## src/rtl/mbox_req_ctrl.sv

```systemverilog
module mbox_req_ctrl #(
  parameter int PAGE_SHIFT = 12,
  parameter int POLL_MAX   = 20000,
  parameter int POLL_GAP   = 1000
) (
  input  logic                     clk,
  input  logic                     rst_n,
  input  logic                     start,
  input  logic                     teardown,
  input  logic                     reset_flag,
  input  logic [52+PAGE_SHIFT-1:0] eq_addr,
  input  logic [52+PAGE_SHIFT-1:0] cq_addr,
  input  logic [52+PAGE_SHIFT-1:0] rq_addr,
  input  logic [52+PAGE_SHIFT-1:0] sq_addr,
  input  logic [31:0]              vector,
  output logic                     bus_req,
  input  logic                     bus_gnt,
  output logic                     mb_wr,
  output logic                     mb_rd,
  output logic [2:0]               mb_addr,
  output logic [31:0]              mb_wdata,
  input  logic [31:0]              mb_rdata,
  input  logic                     mb_rvalid,
  output logic                     done,
  output logic [1:0]               result,
  output logic                     timeout
);
  localparam int AW  = 52 + PAGE_SHIFT;
  localparam int PCW = $clog2(POLL_MAX + 1);
  localparam int GCW = $clog2(POLL_GAP + 1);
  localparam logic [1:0] RES_OK = 2'd0, RES_INVAL = 2'd1, RES_TMO = 2'd2, RES_PROTO = 2'd3;

  typedef enum logic [2:0] {S_IDLE, S_RD, S_RWAIT, S_GAP, S_WR} st_t;

  st_t            st;
  logic           post;
  logic [255:0]   msg;
  logic [2:0]     widx;
  logic [PCW-1:0] polls;
  logic [GCW-1:0] gap;

  wire [51:0] fe = eq_addr[AW-1:PAGE_SHIFT];
  wire [51:0] fc = cq_addr[AW-1:PAGE_SHIFT];
  wire [51:0] fr = rq_addr[AW-1:PAGE_SHIFT];
  wire [51:0] fs = sq_addr[AW-1:PAGE_SHIFT];

  wire [31:0]  req_hdr    = {7'd0, reset_flag, 21'd0, teardown ? 3'd2 : 3'd1};
  wire [255:0] packed_msg = {req_hdr, vector[15:0],
                             fs[51:48], fr[51:48], fc[51:48], fe[51:48],
                             fs[47:0], fr[47:0], fc[47:0], fe[47:0]};

  wire misalign = |{eq_addr[PAGE_SHIFT-1:0], cq_addr[PAGE_SHIFT-1:0],
                    rq_addr[PAGE_SHIFT-1:0], sq_addr[PAGE_SHIFT-1:0]};
  wire bad_args = !teardown && (misalign || |vector[31:16]);

  wire rsp_all1  = &mb_rdata;
  wire owned     = mb_rdata[31];
  wire rsp_good  = (mb_rdata[2:0] == msg[226:224]) && (mb_rdata[5:3] <= msg[229:227]) &&
                   mb_rdata[7] && (mb_rdata[15:8] == 8'd0);
  wire last_poll = polls == PCW'(POLL_MAX - 1);
  wire unused_rd = ^{mb_rdata[30:16], mb_rdata[6]};

  assign bus_req  = (st == S_RD) || (st == S_WR);
  assign mb_rd    = (st == S_RD) && bus_gnt;
  assign mb_wr    = (st == S_WR) && bus_gnt;
  assign mb_addr  = (st == S_WR) ? widx : 3'd7;
  assign mb_wdata = msg[{widx, 5'b0} +: 32];
  assign timeout  = result == RES_TMO;

  always_ff @(posedge clk or negedge rst_n) begin
    if (!rst_n) begin
      st     <= S_IDLE;
      post   <= 1'b0;
      msg    <= '0;
      widx   <= 3'd0;
      polls  <= '0;
      gap    <= '0;
      done   <= 1'b0;
      result <= RES_OK;
    end else begin
      done <= 1'b0;
      case (st)
        S_IDLE: if (start) begin
          if (bad_args) begin
            result <= RES_INVAL;
            done   <= 1'b1;
          end else begin
            msg   <= packed_msg;
            widx  <= teardown ? 3'd7 : 3'd0;
            post  <= 1'b0;
            polls <= '0;
            st    <= S_RD;
          end
        end
        S_RD: if (bus_gnt) st <= S_RWAIT;
        S_RWAIT: if (mb_rvalid) begin
          if (post && msg[248] && rsp_all1) begin
            result <= RES_OK;
            done   <= 1'b1;
            st     <= S_IDLE;
          end else if (!owned) begin
            if (!post) st <= S_WR;
            else begin
              result <= rsp_good ? RES_OK : RES_PROTO;
              done   <= 1'b1;
              st     <= S_IDLE;
            end
          end else if (last_poll) begin
            result <= RES_TMO;
            done   <= 1'b1;
            st     <= S_IDLE;
          end else begin
            polls <= polls + PCW'(1);
            gap   <= '0;
            st    <= S_GAP;
          end
        end
        S_GAP: if (gap >= GCW'(POLL_GAP - 1)) st <= S_RD;
               else gap <= gap + GCW'(1);
        S_WR: if (bus_gnt) begin
          if (widx == 3'd7) begin
            post  <= 1'b1;
            polls <= '0;
            st    <= S_RD;
          end else widx <= widx + 3'd1;
        end
        default: st <= S_IDLE;
      endcase
    end
  end
endmodule

```

## config.mk

```make
export PLATFORM = sky130hd
export DESIGN_NAME = mbox_req_ctrl
export DESIGN_NICKNAME = d
export VERILOG_FILES = /design/src/rtl/mbox_req_ctrl.sv
export SDC_FILE = /design/constraint.sdc
export NUM_CORES = 1
export LEC_CHECK = 0
export BUFFER_PORTS_ARGS = -buffer_cell sky130_fd_sc_hd__buf_2
export CAP_MARGIN = 20
export CORE_MARGIN = 5
export CORE_UTILIZATION = 42
export CTS_BUF_LIST = sky130_fd_sc_hd__clkbuf_2
export DETAILED_ROUTE_END_ITERATION = 10
export GPL_TIMING_DRIVEN = 0
export PLACE_DENSITY = 0.74
export SYNTH_ARGS = -nofsm -noshare
export SYNTH_HDL_FRONTEND = slang
export SYNTH_SLANG_ARGS = --single-unit
export TNS_END_PERCENT = 50
```

## constraint.sdc

```tcl
create_clock -name clk -period 3.4 [get_ports clk]
set_input_delay 0.17 -clock clk [delete_from_list [all_inputs] [get_ports clk]]
set_output_delay 0.17 -clock clk [all_outputs]
set_load 0.1 [all_outputs]
```

=== Word level (Yosys, flattened, before mapping) ===
Index checks and enable logic that the tools add are counted.

* Bits in registers: 263
* Input bits: 327

* $add $sub $neg: 3
* Order comparisons: 2
* Equality and inequality tests: 23
* Shift operators: 1
* Mux-type cells: 57
* Bitwise operators: 1
* Reduce and logical (&&, ||, !) cells: 27

{| class="wikitable"
|+ Operators with widths
! cell !! count
|-
| $shiftx 256x9->32 || 1
|-
| $mux 15 || 8
|-
| $mux 10 || 5
|-
| $mux 3 || 16
|-
| $reduce_or 48->1 || 1
|-
| $pmux 15 s3 || 1
|-
| $reduce_and 32->1 || 1
|-
| $ne 2x2->1 const B || 12
|-
| $mux 2 || 10
|-
| $pmux 10 s2 || 1
|-
| $reduce_or 16->1 || 1
|-
| $add 15x1->15 const B || 1
|-
| $eq 15x15->1 const B || 1
|-
| $pmux 3 s5 || 1
|-
| $reduce_and 6->1 || 2
|-
| $mux 1 || 11
|-
| $add 10x1->10 const B || 1
|-
| $ge 10x10->1 const B || 1
|-
| $reduce_and 5->1 || 2
|-
| $reduce_and 9->1 || 1
|-
| $logic_and 1x1->1 || 8
|-
| $logic_not 8->1 || 1
|-
| $ne 4x4->1 const B || 2
|-
| $reduce_and 7->1 || 1
|-
| 18 further kinds || 24
|}

=== Logic depth before layout (Yosys ltp) ===
Gate-level depths: netlist of the first run.

* Depth after elaboration: 10
* Depth in mapped cells: 9
* Depth with buffers taken out: 8

=== Worst setup path after synthesis of the first run ===
OpenSTA, ideal clock, no wires.

* Path kind: register to output
* Start: register widx[0]
* End: output port mb_wdata[10]
* Arrival: 2.879 ns
* Data required time: 3.230 ns
* Path slack: 0.351 ns
* Stages on the path, launching flop included: 7
* Cell sequence: dfrtp_1 buf_2 buf_1 mux2i_1 nor2_1 a21oi_1 a21oi_1

* Word-level cells in the longest chain between the ends: 1

{| class="wikitable"
|+ Ends and longest elaborated chain
! element !! line !! source
|-
| start, declared || 38 || <nowiki>logic [2:0] widx;</nowiki>
|-
| start signal, assigned || 89 || <nowiki>widx <= teardown ? 3'd7 : 3'd0;</nowiki>
|-
| start signal, assigned || 125 || <nowiki>end else widx <= widx + 3'd1;</nowiki>
|-
| $shiftx 256x9->32 || 67 || <nowiki>assign mb_wdata = msg[{widx, 5'b0} +: 32];</nowiki>
|-
| end, declared || 21 || <nowiki>output logic [31:0] mb_wdata,</nowiki>
|}

Every way passes these cells.

=== Worst setup path in the final report of the first run ===
* Start: register widx[1]
* End: output port mb_wdata[13]

The elaborated chain is that of the path after synthesis.

==> flow_summary.json, run 1 <==
{
  "final_layout_size_suffix_gt1_frac": 0.4555,
  "cts_tree": "done",
  "endpoint_kind": "output pin",
  "crit_slowest_cell": "dfrtp_1",
  "path_buf_inv": 3,
  "cts_setup_buffers": 0,
  "cts.root.buffer_cell": "clkbuf_2",
  "dp_hpwl_mm": 31.27,
  "grt_pass1_vias": 12950,
  "path_clk_slew_ns": 0.13,
  "total_leakage_power_uw": 0.009831,
  "synthCells": 958,
  "syn_area_um2": 13530,
  "grt_util_all_layers": 0.2688,
  "io_pins": 369,
  "crit_start": "widx[1]$_DFFE_PN0P_",
  "portBuffers": 368,
  "cpMostUsedCell": "buf_2",
  "grt.overflow.total": 0,
  "first_pass_iters": 6,
  "p_per_area_nw_per_um2": 950.6,
  "antenna_found_initial": 11,
  "num_vias": 11780,
  "rr_worst_depth": 7,
  "r2r-start": "st[2]$_DFFE_PN0P_",
  "status": "complete, no violations",
  "fin_nets": 2020,
  "synth_area_per_cell_um2": 14.13,
  "fmax_ghz": 0.3113,
  "power.total_uw": 18600,
  "worst_ep_required_time_ns": 3.23,
  "die_h_um": 189.5,
  "clockBufferDepth": 3,
  "grt_pass1_wl_mm": 74.49,
  "crit_chain": "buf_2 -> buf_2 -> mux4_2 -> nor2_1 -> a21oi_1 -> clkbuf_4",
  "tns_ns": 0,
  "endpoint": "mb_wdata[13]",
  "r2r_end": "result[0]$_DFFE_PN0P_",
  "synth_edf_count": 0,
  "drv_cap": 0,
  "grt_max_degree": 99,
  "postRouteAntennaNets": 0,
  "yosysUniqueCellTypes": 62,
  "htreeDepth": 3,
  "period_minus_slack_ns": 3.212,
  "crit_fanout": 10,
  "synth_ff_type": "dfrtp_1",
  "switching_share": 0.4785,
  "crit_cells": 6,
  "peakVddDrop_mv": 0.7927,
  "ff2ff_setup_slack_ns": 0.22,
  "drt_iter0_drc": 625,
  "syn2layout_area_growth_pct": 44.58,
  "pwr-share-clk": 0.129,
  "ys_seq_elements": 262,
  "rows": 65,
  "cp-start-kind": "flip-flop",
  "ys_seq_area_frac": 0.4845,
  "routedWlPerCell_um": 23.70,
  "drc": 0,
  "switchingPower_uw": 8900,
  "final_cell_mix": "buf_2, dlygate4sd3_1, dfrtp_1",
  "die_x_um": 189.5,
  "die-area_um2": 35910,
  "initial_core_util": 0.4267,
  "crit_arrival_ns": 3.04,
  "viasPerCell": 5.455,
  "clock-sinks": 262,
  "fin_area_um2": 19570,
  "cp_top_family": "buffers and inverters",
  "whs_ns": 0.04946,
  "fin_crit_sh": 0.9448,
  "wirelength_mm": 51.17,
  "worst_slew_pin_slew_ns": 0.7953,
  "core_um2": 31720,
  "combPwrFrac": 0.563,
  "maxSlewHeadroom": 0.4698,
  "setup_viol": 0,
  "critical_path.max_stage_delay_ns": 0.48,
  "hold_viol": 0,
  "synth_nets": 1289,
  "place_congestion": 0.8906,
  "final_common_cell": "buf_2",
  "cts_buffers": 72,
  "seqPwrFrac": 0.307,
  "intPower_uw": 9701,
  "skew_ns": 0.1148,
  "worstSetupPathType": "reg -> out",
  "worstHoldPathType": "in -> reg",
  "finalMaxSlewViolations": 0,
  "placed_area_um2": 15940,
  "async_flop_share": 1.000,
  "rsz0062_at_grt": "yes",
  "clk_latency_ns": 0.91,
  "yosys_warnings": 0
}
==> tightest hold or removal path, cell delays in order <==
cell and delay, ns:
dlygate4sd3_1 0.53, buf_2 0.11, mux2_4 0.13
==> state kept, by name, summed over array words and instances (netlist names) <==
signal  cells
msg       227
polls      15
gap        10
st          3
widx        3
result      2
done        1
post        1
==> power by group through the flow <==
stage / clock, uW / combinational [uW] / sequential [uW]
2_1_floorplan: 0 / 7880 / 5270
3_5_place_dp: 0 / 9830 / 5580
5_1_grt: 2620 / 10900 / 5840
3_3_place_gp: 0 / 9670 / 5490
6_report: 2410 / 10500 / 5710
4_1_cts: 2380 / 10200 / 5540
==> synth_stat cells (all sizes together), types with 2 or more instances <==
cell type  number  area [um^2]
inv            11        41.29
nor4           21        131.4
o211ai          3        22.52
o32ai           2        25.03
nand4          14        87.58
dfrtp         262         6556
or4             2        15.01
or2             2        12.51
a211oi          2        15.01
clkbuf         14        52.55
nand3          17        102.6
xor2            2        17.52
nor2           79        296.5
buf            42        544.3
nor3           14        70.07
o21a            5        37.54
mux2i          30        300.3
o21ai          15        75.07
and3            8        50.05
mux4           35        788.3
o22a           12        105.1
a21oi          67        335.3
o41ai           2        36.29
o31a            2        17.52
nand2          28        105.1
mux2          232         3397
nor2b           6        37.54
a31oi           3        18.77
ha              4        50.05
==> through the flow <==
| step | util | setup slack (ns) | std cells |
|---|---|---|---|
| 3_3_place_gp | 0.5006 | -2.637 | 1728 |
| 2_1_floorplan | - | 0.3511 | 958 |
| 6_report | 0.6169 | 0.1876 | 2159 |
| 4_1_cts | 0.6116 | 0.02096 | 2132 |
| 3_5_place_dp | 0.5026 | 0.3087 | 1730 |
| 5_1_grt | 0.6164 | -0.003641 | 2153 |
==> per-layer routing <==
layer / up-vias / part of all wire / GRT usage
met1: 5810 / 0.37 / 0.3125
met4: 4 / 0.057 / 0.1411
met5: - / 0.00027 / 0
met2: 685 / 0.50 / 0.4600
li1: 5059 / - / -
met3: 219 / 0.074 / 0.06674
==> how the worst min path moves through the flow <==
stage | startpoint | end | slack (ns) | depth (start not counted)
after global placement | cq_addr[54] | msg[90]$_DFFE_PN0P_ | 0.40 | 2
final | eq_addr[32] | msg[20]$_DFFE_PN0P_ | 0.05 | 3
after floorplan | rst_n | done$_DFF_PN0_ | -0.13 | 0
after CTS | cq_addr[15] | msg[51]$_DFFE_PN0P_ | 0.0002 | 3
after detailed placement | rst_n | msg[114]$_DFFE_PN0P_ | 0.28 | 1
after global routing | eq_addr[32] | msg[20]$_DFFE_PN0P_ | -0.01 | 3
==> area by class of cell <==
| class | instances | area [um^2] |
|---|---|---|
| well taps | 402 | 503.0 |
| clock buffers | 100 | 500.5 |
| multi-input cells | 629 | 6339 |
| clock inverters | 26 | 152.6 |
| diodes | 16 | 40.04 |
| plain buffers | 56 | 623.1 |
| flip-flops and latches | 262 | 6558 |
| fillers | 2314 | 12150 |
| repair buffers | 657 | 4810 |
| inverters | 11 | 41.29 |
==> cells by family after synthesis <==
logic type,after synthesis,synth area share
mux,297,0.3315
flops,262,0.4845
simple gates,198,0.07138
compound gates,127,0.05991
buf+inv,67,0.04715
fa+ha+maj,4,0.003698
xor+xnor,3,0.001942
==> repair_timing <==
action | 4_1_cts | 5_1_grt
endpoints found under the hold margin | 511 | 11
resized for setup | 12 | 9
hold buffers | 276 | 11
setup endpoints to repair | 31 | 9
Power figures use the tool's default switching activity.
==> inputs of run 2 (changes only) <==
clock period = 3.9 ns   (was 3.4 ns; I/O delays follow)
==> flow_summary.json, run 2 (synthesis gave the netlist of run 1 again) <==
{
  "finalMaxSlewViolations": 0,
  "clockBufferDepth": 3,
  "viasPerCell": 5.462,
  "grt_pass1_wl_mm": 74.14,
  "crit_slowest_cell": "mux4_2",
  "peakVddDrop_mv": 0.8717,
  "portBuffers": 368,
  "path_clk_slew_ns": 0.16,
  "pwr-share-clk": 0.130,
  "intPower_uw": 8382,
  "die_h_um": 189.5,
  "grt_max_degree": 88,
  "largest_reg_flops": 227,
  "dp_slack_ns": 0.7837,
  "grt_util_all_layers": 0.2675,
  "skew_ns": 0.1238,
  "r2r_end": "result[0]$_DFFE_PN0P_",
  "fmax_ghz": 0.2779,
  "reg_top3": "msg (227), polls (15), gap (10)",
  "first_pass_iters": 5,
  "io_pins": 369,
  "p_per_area_nw_per_um2": 832.2,
  "rsz0062_at_grt": "no",
  "crit_chain": "clkbuf_4 -> buf_2 -> mux4_2 -> nor2_1 -> a21oi_1 -> buf_2",
  "cp_top_family": "buffers and inverters",
  "dp.cells": 1730,
  "top_register": "msg",
  "endpoint_kind": "output pin",
  "postRouteAntennaNets": 0,
  "cp-start-kind": "flip-flop",
  "antenna_found_initial": 8,
  "rows": 65,
  "seqPwrFrac": 0.307,
  "worstSetupPathType": "reg -> out",
  "cts.root.buffer_cell": "clkbuf_2",
  "endpoint": "mb_wdata[25]",
  "critical_path.max_stage_delay_ns": 0.59,
  "crit_fanout": 10,
  "core_um2": 31720,
  "drv_cap": 0,
  "cpMostUsedCell": "buf_2",
  "path_buf_inv": 3,
  "grt_pass1_vias": 12810,
  "status": "complete, no violations",
  "drc": 0,
  "final_common_cell": "buf_2",
  "num_vias": 11610,
  "r2r-start": "st[2]$_DFFE_PN0P_",
  "total_leakage_power_uw": 0.009696,
  "worstHoldPathType": "in -> reg",
  "period_minus_slack_ns": 3.599,
  "dp_hpwl_mm": 31.27,
  "clk_latency_ns": 0.93,
  "cts_setup_buffers": 0,
  "crit_arrival_ns": 3.40,
  "maxSlewHeadroom": 0.4376,
  "fin_crit_sh": 0.9227,
  "worst_ep_required_time_ns": 3.70,
  "wirelength_mm": 49.29,
  "grt.overflow.total": 0,
  "drt_iter0_drc": 697,
  "placed_area_um2": 15940,
  "cts_tree": "done",
  "rr_worst_depth": 7,
  "ff2ff_setup_slack_ns": 0.71,
  "setup_ws_ns": 0.3014,
  "die_x_um": 189.5,
  "switching_share": 0.4764,
  "initial_core_util": 0.4267,
  "clock-sinks": 262,
  "fin_nets": 1991,
  "crit_start": "widx[0]$_DFFE_PN0P_",
  "combPwrFrac": 0.563,
  "power.total_uw": 16010,
  "die-area_um2": 35910,
  "crit_cells": 6,
  "setup_viol": 0,
  "cts_buffers": 72,
  "final_layout_size_suffix_gt1_frac": 0.4609,
  "routedWlPerCell_um": 23.19,
  "worst_slew_pin_slew_ns": 0.8435,
  "htreeDepth": 3,
  "switchingPower_uw": 7627,
  "place_congestion": 0.8906,
  "fin_area_um2": 19240,
  "syn2layout_area_growth_pct": 42.15,
  "fin_cells": 2125,
  "hold_viol": 0,
  "final_cell_mix": "buf_2, dfrtp_1, dlygate4sd3_1"
}
-- run 2: worst min path at each step --
stage | start | to | slack [ns] | depth (start not counted)
floorplan | rst_n | done$_DFF_PN0_ | -0.10 | 0
global route | eq_addr[49] | msg[37]$_DFFE_PN0P_ | -0.04 | 3
detailed placement | rst_n | msg[114]$_DFFE_PN0P_ | 0.31 | 1
CTS | sq_addr[14] | msg[146]$_DFFE_PN0P_ | 0.004 | 3
global placement | cq_addr[54] | msg[90]$_DFFE_PN0P_ | 0.43 | 2
finish | vector[2] | msg[210]$_DFFE_PN0P_ | 0.05 | 3
-- run 2: worst min-delay path, stage by stage --
cell and delay (ns):
dlygate4sd3_1 0.52, buf_2 0.10, mux2_4 0.13
-- run 2: stage by stage --
stage	TNS [ns]	hold slack [ns]	util
after global routing	0	-0.04137	0.6061
after floorplan	0	-0.1006	-
final	0	0.05051	0.6065
after global placement	-559.92	0.4259	0.5006
after CTS	0	0.003593	0.6024
after detailed placement	0	0.3083	0.5026
-- run 2: routing by layer --
layer / global-route usage / vias up / routed length (um)
met4: 0.1400 / 6 / 2596
met1: 0.3094 / 5785 / 18560
met5: 0 / - / 45
li1: - / 4998 / -
met2: 0.4596 / 613 / 24550
met3: 0.06656 / 205 / 3544
-- run 2: cell type report --
class	count	area, um^2
well taps	402	503.0
inverters	11	41.29
repair buffers	629	4517
plain buffers	55	600.6
diodes	11	27.53
fillers	2356	12480
multi-input cells	629	6339
clock inverters	26	152.6
clock buffers	100	500.5
flip-flops and latches	262	6556
-- run 2: power groups by stage --
stage	Combinational (uW)	Clock (uW)	Sequential, uW
after global placement	8430	0	4790
after detailed placement	8570	0	4860
after floorplan	6870	0	4590
after global routing	9370	2290	5050
final	9010	2080	4920
after CTS	8850	2070	4820
-- run 2: timing repair --
action                                  CTS  global route
endpoints found under the setup margin    6            18
gates resized for setup                   2             3
hold buffers                            249            10
hold endpoints to repair                486            10
